===== config.mk =====
export PLATFORM = sky130hd
export DESIGN_NAME = idata_unit
export DESIGN_NICKNAME = d
export VERILOG_FILES = /design/src/rtl/idata_pkg.sv /design/src/rtl/idata_ram.sv /design/src/rtl/idata_resolve.sv /design/src/rtl/idata_unit.sv
export SDC_FILE = /design/constraint.sdc
export NUM_CORES = 2
export LEC_CHECK = 0
export BUFFER_PORTS_ARGS = -buffer_cell sky130_fd_sc_hd__buf_4
export CAP_MARGIN = 25
export CORE_ASPECT_RATIO = 0.7
export CORE_MARGIN = 2
export CORE_UTILIZATION = 45
export CTS_CLUSTER_SIZE = 30
export DETAILED_ROUTE_END_ITERATION = 8
export HOLD_SLACK_MARGIN = 0.15
export PLACE_DENSITY = 0.67
export SKIP_LAST_GASP = 1
export SLEW_MARGIN = 20
export SYNTH_ARGS = -nofsm -noshare
export SYNTH_HDL_FRONTEND = slang
export SYNTH_SLANG_ARGS = --single-unit

===== constraint.sdc =====
create_clock -name clk -period 12.85 [get_ports clk]
set_input_delay 0 -clock clk [delete_from_list [all_inputs] [get_ports clk]]
set_output_delay 0 -clock clk [all_outputs]
set_load 0.1 [all_outputs]

===== src/rtl/idata_pkg.sv =====
package idata_pkg;
    typedef enum logic [2:0] {
        M_REG  = 3'd0,
        M_DIR  = 3'd1,
        M_IND  = 3'd2,
        M_BIT  = 3'd3,
        M_PUSH = 3'd4,
        M_POP  = 3'd5,
        M_XRI  = 3'd6,
        M_XDP  = 3'd7
    } acc_mode_e;

    localparam logic [7:0] SFR_SP  = 8'h81;
    localparam logic [7:0] SFR_P2  = 8'hA0;
    localparam logic [7:0] SFR_PSW = 8'hD0;

    typedef struct packed {
        logic [7:0] sp;
        logic [7:0] psw;
        logic [7:0] p2;
    } core_regs_t;
endpackage


===== src/rtl/idata_ram.sv =====
module idata_ram #(
    parameter int AW = 8,
    parameter int DW = 8
) (
    input  logic          clk,
    input  logic          rst_n,
    input  logic          we,
    input  logic [AW-1:0] waddr,
    input  logic [DW-1:0] wdata,
    input  logic [AW-1:0] raddr_a,
    output logic [DW-1:0] rdata_a,
    input  logic [AW-1:0] raddr_b,
    output logic [DW-1:0] rdata_b
);
    localparam int DEPTH = 1 << AW;

    logic [DW-1:0] mem_q [DEPTH];

    always_ff @(posedge clk or negedge rst_n) begin
        if (!rst_n) begin
            for (int i = 0; i < DEPTH; i++) mem_q[i] <= '0;
        end else if (we) begin
            mem_q[waddr] <= wdata;
        end
    end

    assign rdata_a = mem_q[raddr_a];
    assign rdata_b = mem_q[raddr_b];
endmodule


===== src/rtl/idata_resolve.sv =====
module idata_resolve
    import idata_pkg::*;
#(
    parameter int AW = 8,
    parameter int XW = 16
) (
    input  acc_mode_e     mode,
    input  logic [AW-1:0] opnd,
    input  logic [1:0]    bank,
    input  logic [AW-1:0] sp,
    input  logic [AW-1:0] ptr,
    input  logic [AW-1:0] page,
    input  logic          dp_sel,
    input  logic [XW-1:0] dp0,
    input  logic [XW-1:0] dp1,
    output logic          is_ram,
    output logic [AW-1:0] loc,
    output logic [2:0]    bit_idx,
    output logic [XW-1:0] ext_addr
);
    localparam logic [AW-1:0] BIT_BASE = AW'(8'h20);

    always_comb begin
        is_ram  = 1'b1;
        loc     = ptr;
        bit_idx = opnd[2:0];
        case (mode)
            M_REG:  loc = AW'({bank, opnd[2:0]});
            M_DIR: begin
                is_ram = ~opnd[AW-1];
                loc    = opnd;
            end
            M_BIT: begin
                if (!opnd[AW-1]) begin
                    loc = BIT_BASE + AW'(opnd[6:3]);
                end else begin
                    is_ram = 1'b0;
                    loc    = {opnd[AW-1:3], 3'b000};
                end
            end
            M_PUSH: loc = sp + AW'(1);
            M_POP:  loc = sp;
            default: loc = ptr;
        endcase
    end

    always_comb begin
        if (mode == M_XDP) ext_addr = dp_sel ? dp1 : dp0;
        else               ext_addr = XW'({page, ptr});
    end
endmodule


===== src/rtl/idata_unit.sv =====
module idata_unit
    import idata_pkg::*;
#(
    parameter int          AW       = 8,
    parameter int          XW       = 16,
    parameter logic [7:0]  SP_RST   = 8'h07,
    parameter logic [7:0]  PSW_RST  = 8'h00,
    parameter logic [7:0]  P2_RST   = 8'hFF
) (
    input  logic          clk,
    input  logic          rst_n,
    input  logic          req_valid,
    input  logic [2:0]    req_mode,
    input  logic [7:0]    req_addr,
    input  logic          req_we,
    input  logic [7:0]    req_wdata,
    input  logic          req_bitval,
    input  logic          dptr_sel,
    input  logic [15:0]   dptr0,
    input  logic [15:0]   dptr1,
    output logic [7:0]    rd_data,
    output logic          rd_bit,
    output logic [15:0]   ext_addr
);
    core_regs_t regs_d, regs_q;
    acc_mode_e  mode;
    logic       is_ram;
    logic [7:0] loc, ram_rd, ptr_val, sfr_rd, cur_byte, merged, wbyte;
    logic [7:0] ptr_loc;
    logic [2:0] bit_idx;
    logic       ram_we;
    logic [1:0] bank;

    assign mode    = acc_mode_e'(req_mode);
    assign bank    = regs_q.psw[4:3];
    assign ptr_loc = {3'b000, bank, 2'b00, req_addr[0]};

    idata_resolve #(.AW(AW), .XW(XW)) u_res (
        .mode(mode), .opnd(req_addr), .bank(bank), .sp(regs_q.sp),
        .ptr(ptr_val), .page(regs_q.p2), .dp_sel(dptr_sel),
        .dp0(dptr0), .dp1(dptr1), .is_ram(is_ram), .loc(loc),
        .bit_idx(bit_idx), .ext_addr(ext_addr)
    );

    idata_ram #(.AW(AW), .DW(8)) u_ram (
        .clk(clk), .rst_n(rst_n), .we(ram_we), .waddr(loc), .wdata(wbyte),
        .raddr_a(loc), .rdata_a(ram_rd), .raddr_b(ptr_loc), .rdata_b(ptr_val)
    );

    always_comb begin
        case (loc)
            SFR_SP:  sfr_rd = regs_q.sp;
            SFR_P2:  sfr_rd = regs_q.p2;
            SFR_PSW: sfr_rd = regs_q.psw;
            default: sfr_rd = 8'h00;
        endcase
    end

    assign cur_byte = is_ram ? ram_rd : sfr_rd;
    assign rd_data  = cur_byte;
    assign rd_bit   = cur_byte[bit_idx];

    always_comb begin
        merged          = cur_byte;
        merged[bit_idx] = req_bitval;
    end
    assign wbyte = (mode == M_BIT) ? merged : req_wdata;

    always_comb begin
        regs_d = regs_q;
        ram_we = 1'b0;
        if (req_valid) begin
            case (mode)
                M_REG, M_IND: ram_we = req_we;
                M_DIR, M_BIT: begin
                    if (req_we) begin
                        if (is_ram) begin
                            ram_we = 1'b1;
                        end else begin
                            case (loc)
                                SFR_SP:  regs_d.sp  = wbyte;
                                SFR_P2:  regs_d.p2  = wbyte;
                                SFR_PSW: regs_d.psw = wbyte;
                                default: ;
                            endcase
                        end
                    end
                end
                M_PUSH: begin
                    regs_d.sp = regs_q.sp + 8'd1;
                    ram_we    = 1'b1;
                end
                M_POP: regs_d.sp = regs_q.sp - 8'd1;
                default: ;
            endcase
        end
    end

    always_ff @(posedge clk or negedge rst_n) begin
        if (!rst_n) begin
            regs_q.sp  <= SP_RST;
            regs_q.psw <= PSW_RST;
            regs_q.p2  <= P2_RST;
        end else begin
            regs_q <= regs_d;
        end
    end


    push_sp_step_chk: assert property (@(posedge clk) disable iff (!rst_n)
        req_valid && mode == M_PUSH |=> regs_q.sp == $past(regs_q.sp) + 8'd1);


    pop_sp_step_chk: assert property (@(posedge clk) disable iff (!rst_n)
        req_valid && mode == M_POP |=> regs_q.sp == $past(regs_q.sp) - 8'd1);


    unimpl_sfr_write_chk: assert property (@(posedge clk) disable iff (!rst_n)
        req_valid && req_we && (mode == M_DIR) && req_addr[7] &&
        req_addr != SFR_SP && req_addr != SFR_P2 && req_addr != SFR_PSW
        |=> $stable(regs_q));


    idle_regs_stable_chk: assert property (@(posedge clk) disable iff (!rst_n)
        !req_valid |=> $stable(regs_q));


    reg_bank_window_chk: assert property (@(posedge clk) disable iff (!rst_n)
        mode == M_REG |-> is_ram && loc < 8'd32);


    bit_ram_window_chk: assert property (@(posedge clk) disable iff (!rst_n)
        mode == M_BIT && !req_addr[7] |-> is_ram && loc >= 8'h20 && loc <= 8'h2F);
endmodule


* Yosys cells after proc, flatten, opt, wreduce, memory -nomap -nowiden
Cells that the tools add are included.
Widths: inputs -> output; s select.
** Operators by class
- $add $sub $neg :: 3
- Magnitude comparators :: 5
- Equality and inequality tests :: 12
- Muxes and demuxes :: 33
- Bitwise gates (word level) :: 4
- Reduce and logical (&&, ||, !) cells :: 9
** Operators by type and width (number)
- $bwmux 2048 :: 1
- $bmux 8 s8 :: 2
- $mux 8 :: 11
- $demux 8 s8 :: 1
- $mux 24 :: 2
- $pmux 8 s3 :: 2
- $pmux 8 s5 :: 1
- $mux 16 :: 2
- $eq 8x8->1 const B :: 3
- $ge 9x9->1 const B :: 2
- $reduce_and 5->1 :: 3
- $eq 3x3->1 const B :: 3
- $lt 9x1->1 const B :: 1
- $not 5->9 :: 1
- $not 8->9 :: 1
- $add 8x1->8 const B :: 1
- $bwmux 8 :: 1
- $sub 8x1->8 const B :: 1
- $add 6x4->7 const A :: 1
- $eq 3x2->1 const B :: 2
- $mux 1 :: 6
- $lt 3x4->1 const B :: 1
- $ne 2x2->1 const B :: 2
- $reduce_or 2->1 :: 2
- 11 further kinds :: 13
** Storage, ports and cells
- Register bits after elaboration :: 2072
- Output and inout bits :: 25
- Logic and storage cells :: 325

* Logic depth before layout (Yosys ltp)
- Depth after elaboration :: 16
- Gate-level depth with buffers :: 23

* Modules after synthesis
Synthesis repeated with hierarchy kept, for this count alone.
** Second synthesis, totals
- Cells, all modules :: 7594
- Area total of the unflattened synthesis :: 113184.8 sq um
** By module, submodules not included
- idata_ram :: instances 1, cells an instance 7186, area each 110090.6 sq um
- idata_unit :: instances 1, cells an instance 273, area each 2222.1 sq um
- idata_resolve :: instances 1, cells an instance 135, area each 872.1 sq um

* Worst setup path after synthesis
No wires, ideal clock.
- Kind :: flip-flop to output port
- From :: register, netlist name regs_q[16]
- To :: output rd_data[2]
- Arrival time :: 5.798 ns
- Required time :: 12.850 ns
- Path slack :: 7.052 ns
- Stages on the path, launching flop included :: 19
- Path buffers :: 6
- Cells stage by stage :: dfstp_2 -> buf_2 -> inv_1 -> ha_1 -> mux2_2 -> o21ai_0 -> a211o_1 -> buf_2 -> buf_2 -> buf_2 -> buf_2 -> clkbuf_1 -> o41ai_1 -> a2111o_1 -> a31oi_1 -> o41ai_1 -> and4b_1 -> and3_1 -> o21ai_0
** On the way
- Cells in the longest elaborated chain, start to end :: 7
- Elaborated cells between the ends (all ways) :: 11
** Ends and longest elaborated chain
- $add 8x1->8 :: line idata_resolve.sv:41 : M_PUSH: loc = sp + AW'(1);
- $pmux 8 s5 * :: line idata_resolve.sv:27 : case (mode)
- $not 8->9 (not written as such) :: line idata_ram.sv:27 : assign rdata_a = mem_q[raddr_a];
- $bmux 8 s8 :: line idata_ram.sv:27
- $mux 8 (not written as such) (2 in series) :: line idata_ram.sv:27
- $mux 8 * :: line idata_unit.sv:59 : assign cur_byte = is_ram ? ram_rd : sfr_rd;
- end, declared :: line idata_unit.sv:21 : output logic [7:0] rd_data,
Mark *: on every way between the ends. The rest lies on a longest branch, timed or not. The select of a mux whose other input is x is not followed.

* Worst setup path after layout
- From :: register regs_q[11] (netlist: bank[0])
- To :: register, netlist name regs_q[17]
** On the way
- Cells in the longest elaborated chain, start to end :: 16
- Elaborated cells between the ends (all ways) :: 22
** Ends and longest elaborated chain
- start, declared :: line idata_unit.sv:25 : core_regs_t regs_d, regs_q;
- start signal, assigned :: line idata_unit.sv:105 : regs_q <= regs_d;
- $not 5->9 (not written as such) :: line idata_ram.sv:28 : assign rdata_b = mem_q[raddr_b];
- $bmux 8 s8 :: line idata_ram.sv:28
- $mux 8 (not written as such) (2 in series) :: line idata_ram.sv:28
- $pmux 8 s5 * :: line idata_resolve.sv:27
- $not 8->9 (not written as such) :: line idata_ram.sv:27
- $bmux 8 s8 :: line idata_ram.sv:27
- $mux 8 (not written as such) (2 in series) :: line idata_ram.sv:27
- $mux 8 :: line idata_unit.sv:59
- $bwmux 8 :: line idata_unit.sv:65 : merged[bit_idx] = req_bitval;
- $mux 8 :: line idata_unit.sv:67 : assign wbyte = (mode == M_BIT) ? merged : req_wdata;
- $mux 8 :: line idata_unit.sv:80 : case (loc)
- $mux 24 :: line idata_unit.sv:77 : if (is_ram) begin
- $mux 24 :: line idata_unit.sv:76 : if (req_we) begin
- $pmux 8 s3 :: line idata_unit.sv:73 : case (mode)
Marks and branches as above.
A chain may end at the register's enable or synchronous reset.

==> metrics <==
slew margin rel. 0.167; largest fanout on the critical path 85; Final Hold Viols 0; CP startpoint kind flop; Die Area 0.218 mm²; post-synthesis net count 10,500; worst slew pin tran 1.23 ns; total grt overflow 0; Crit path max-delay family compound AO/OA/AOI/OAI gates; routability cong. 0.946; setup total negative slack 0 ns; asr flop ratio synth 1.00; sequential area share after synthesis 0.539; area share of the largest cell type after synthesis 0.536; CP max stage cell o41ai_1; DRC 0; Num CTS Buffers 197; max cap viols 0; Post-DP HPWL 214 mm; share of cells above drive strength 1 0.0992; Nets 10,200; Seq cells post-synth 2,072; worst-skew pair later-pin latency 0.87 ns; die width 557 µm; starting density of the core 0.451; Setup Viol. Count Final 0; worst setup margin 4.18 ns; worst min path class in2reg; largest stage delay on the critical path 1.10 ns; Top-Level Pins 82; status completed; Root Driver clkbuf_16; Post-Syn Area 0.0963 mm²; clock sink count 2,072; most used cell, CP buf_4; multi-input combinational cell area 0.0405 mm²; final count of pins violating max slew 0; filler instances 19,400; critical path arrival 9.46 ns; cell row count 142; Worst Setup SP bank[0]$_DFFE_PN0P_; reg2reg start bank[0]$_DFFE_PN0P_; Sequential Area 0.0519 mm²; vias per cell 6.31; crit path to regs_q[17]$_DFFE_PN1P_; clock tree buffer depth 4; met2 usage 0.425; Setup CP Type reg2reg; pre-CTS setup slack 4.85 ns; antenna viol nets, final 0; met1 usage in global routing 0.444; library cells used by synthesis 91; Cells after Synth 10,400; Area growth, synth to finish 9.97%; final period utilization 0.675; Power per Cell Area 146 mW/mm²; largest net degree at the start of global routing 193; WP depth 18; grt peak-use layer met1; post_cts resized 0; skew final 0.0566 ns; global-route wire length before repair 514 mm; M3 GR Usage 0.118; RSZ-0062 raised after global routing no; Die Y 391 µm; port bufs 81; Leakage 0.0459 µW; Synth Area per Inst 9.22 µm²; Yosys top cell by area dfrtp_1; Total GRT Usage 0.312; Top FF cell, synth dfrtp_1; WP data required 13.64 ns; Cell Chain, Critical Path buf_4 -> mux2i_1 -> nand3_1 -> a41oi_1 -> a21oi_4 -> buf_16 -> buf_4 -> nand3_4 -> buf_4 -> o22ai_1 -> o41ai_1 -> o2111a_1 -> o21ai_0 -> o21ai_1 -> a31o_4 -> buf_4 -> o221ai_1 -> dlygate4sd3_1; # H-tree levels 4; initial antenna violation count 15; Synth Warn # 0; total wire length 346 mm; Reg2Reg Depth 18; number of synthesized flops with an enable pin 0; per-cell routed wire length 26.4 µm; r2r setup slk 4.18 ns; Core Region 0.213 mm²; TritonCTS clock tree done; crit end category flop; vias in the first global route 78,300; Iter 0 DRT Violations 12,300; Clk pin slew, worst setup/hold paths 0.06 ns; reg2reg end regs_q[17]$_DFFE_PN1P_; Max Fclk 0.115 GHz; Max VDD drop 0.127 mV; final critical-path required period 8.67 ns; vias 82,800; WP buf/inv 6; Synth area leaders dfrtp_1 (54%), nand2_1 (6.9%), a21oi_1 (6.9%), o21ai_0 (6.3%), nor2_1 (4.7%); Pre-antenna DRT Iters 6
-- layout make-up --
class / count / share of cell area
antenna: 2 / 0.0000473
clock buffer: 291 / 0.0551
clock inverter: 47 / 0.00421
inverter: 11 / 0.000390
multi-input combinational: 7416 / 0.383
sequential: 2072 / 0.490
tap: 2880 / 0.0340
timing repair buffer: 400 / 0.0336
-- kinds of logic (layout without fill, tap and decap cells) --
| group | Yosys count | in the layout | share of synthesized area |
|---|---|---|---|
| XOR/XNOR | 3 | 3 | 0.000273 |
| flip-flops | 2072 | 2072 | 0.539 |
| AO/OA/AOI/OAI | 3357 | 3357 | 0.202 |
| AND/OR/NAND/NOR | 3427 | 3427 | 0.142 |
| adder cells (fa/ha/maj) | 2 | 2 | 0.000260 |
| multiplexers | 627 | 627 | 0.0702 |
| buffers and inverters | 957 | 749 | 0.0463 |
| other | 0 | 2 | 0 |
-- what timing repair did --
item                       CTS  global route
buffers inserted             0             0
hold endpoints to repair  1005             0
hold buffers                30             0
-- worst min-delay path by stage --
stage / startpoint / to / slack [ns] / cells after the start
after floorplan: rst_n / bank[0]$_DFFE_PN0P_ / -0.30 / 0
after global placement: rst_n / u_ram.mem_q[670]$_DFFE_PN0P_ / 0.08 / 1
after detailed placement: rst_n / u_ram.mem_q[670]$_DFFE_PN0P_ / 0.08 / 1
after CTS: req_valid / regs_q[18]$_DFFE_PN1P_ / 0.25 / 4
after global routing: req_valid / regs_q[18]$_DFFE_PN1P_ / 0.34 / 4
final: req_valid / regs_q[18]$_DFFE_PN1P_ / 0.31 / 4
-- synthesized netlist by cell type (13+ instances only) --
cell type / instances
buf_2: 268
a211o_1: 35
mux2i_1: 401
dfrtp_1: 2061
and3_1: 20
clkbuf_1: 527
o31ai_1: 15
o2111ai_1: 38
o22a_1: 13
o21ai_0: 1219
mux4_2: 16
nor4_1: 39
mux2_2: 200
buf_4: 69
nand2b_1: 16
a2111oi_0: 104
nand3_1: 292
buf_6: 36
o22ai_1: 170
or4_1: 15
a21oi_1: 1328
nor2_1: 1199
o41ai_1: 77
nand2_1: 1772
buf_1: 44
a2111o_1: 110
a31oi_1: 33
nor3_1: 17
a211oi_1: 91
nand4_1: 13
-- state kept, by name (all words and copies together), names as in the netlist --
name,count
bank,2
regs_q,22
u_ram.mem_q,2048
-- through the flow --
stage          total power, µW  instances  hold WS [ns]  instance area [µm²]   util
2_1_floorplan             8580      10400        -0.296                96300      -
3_3_place_gp              9540      12700        0.0767                98500  0.462
3_5_place_dp              9600      12700        0.0847                98800  0.463
4_1_cts                  15400      13100         0.255               105000  0.494
5_1_grt                  15900      13100         0.339               106000  0.496
6_report                 15500      13100         0.314               106000  0.496
-- metal layers --
metal	part of all wire	up-vias
met5	0.00045	-
li1	-	35800
met4	0.041	24
met1	0.41	41000
met3	0.14	886
met2	0.41	5115
-- where the power goes --
group | internal, µW | switching, µW | leakage, µW
registers | 6880 | 217 | 0.0287
logic | 596 | 1920 | 0.0140
clock network | 3270 | 2600 | 0.00312
total | 10700 | 4730 | 0.0459
-- cells in the final DEF (no fill, tap or decap), types with 12 or more instances in the layout --
cell / netlist / routed
mux4_2: 16 / 16
o21ai_0: 1219 / 1218
nor4_1: 39 / 37
o22a_1: 13 / 13
clkbuf_16: 0 / 201
mux2_2: 200 / 200
clkbuf_8: 0 / 47
and3_1: 20 / 20
buf_4: 69 / 317
mux2i_1: 401 / 401
nand4_1: 13 / 13
clkinv_2: 0 / 34
dlygate4sd3_1: 0 / 29
dfrtp_1: 2061 / 2061
o41ai_1: 77 / 64
clkbuf_1: 527 / 43
a2111o_1: 110 / 110
a211o_1: 35 / 34
a211oi_1: 91 / 90
nand2_1: 1772 / 1770
or4_1: 15 / 15
o2111ai_1: 38 / 38
o31ai_1: 15 / 13
o22ai_1: 170 / 170
nor2_2: 1 / 49
o211ai_1: 12 / 12
a31oi_1: 33 / 32
nand2b_1: 16 / 16
nor2_1: 1199 / 1147
nor2b_1: 12 / 12
a2111oi_0: 104 / 104
buf_12: 0 / 24
a21oi_1: 1328 / 1327
nand3_1: 292 / 286
o41ai_2: 1 / 14
nor3_1: 17 / 13
-- worst reg2reg max path, cell delays in order, from the launching register on --
cell	delay, ns
dfrtp_1	0.37
buf_4	0.37
mux2i_1	0.31
nand3_1	0.13
a41oi_1	0.53
a21oi_4	0.23
buf_16	0.27
buf_4	0.33
nand3_4	0.81
buf_4	0.56
o22ai_1	0.19
o41ai_1	1.10
o2111a_1	0.46
o21ai_0	0.30
o21ai_1	0.33
a31o_4	0.61
buf_4	0.86
o221ai_1	0.26
dlygate4sd3_1	0.61
Power figures use the tool's default switching activity.
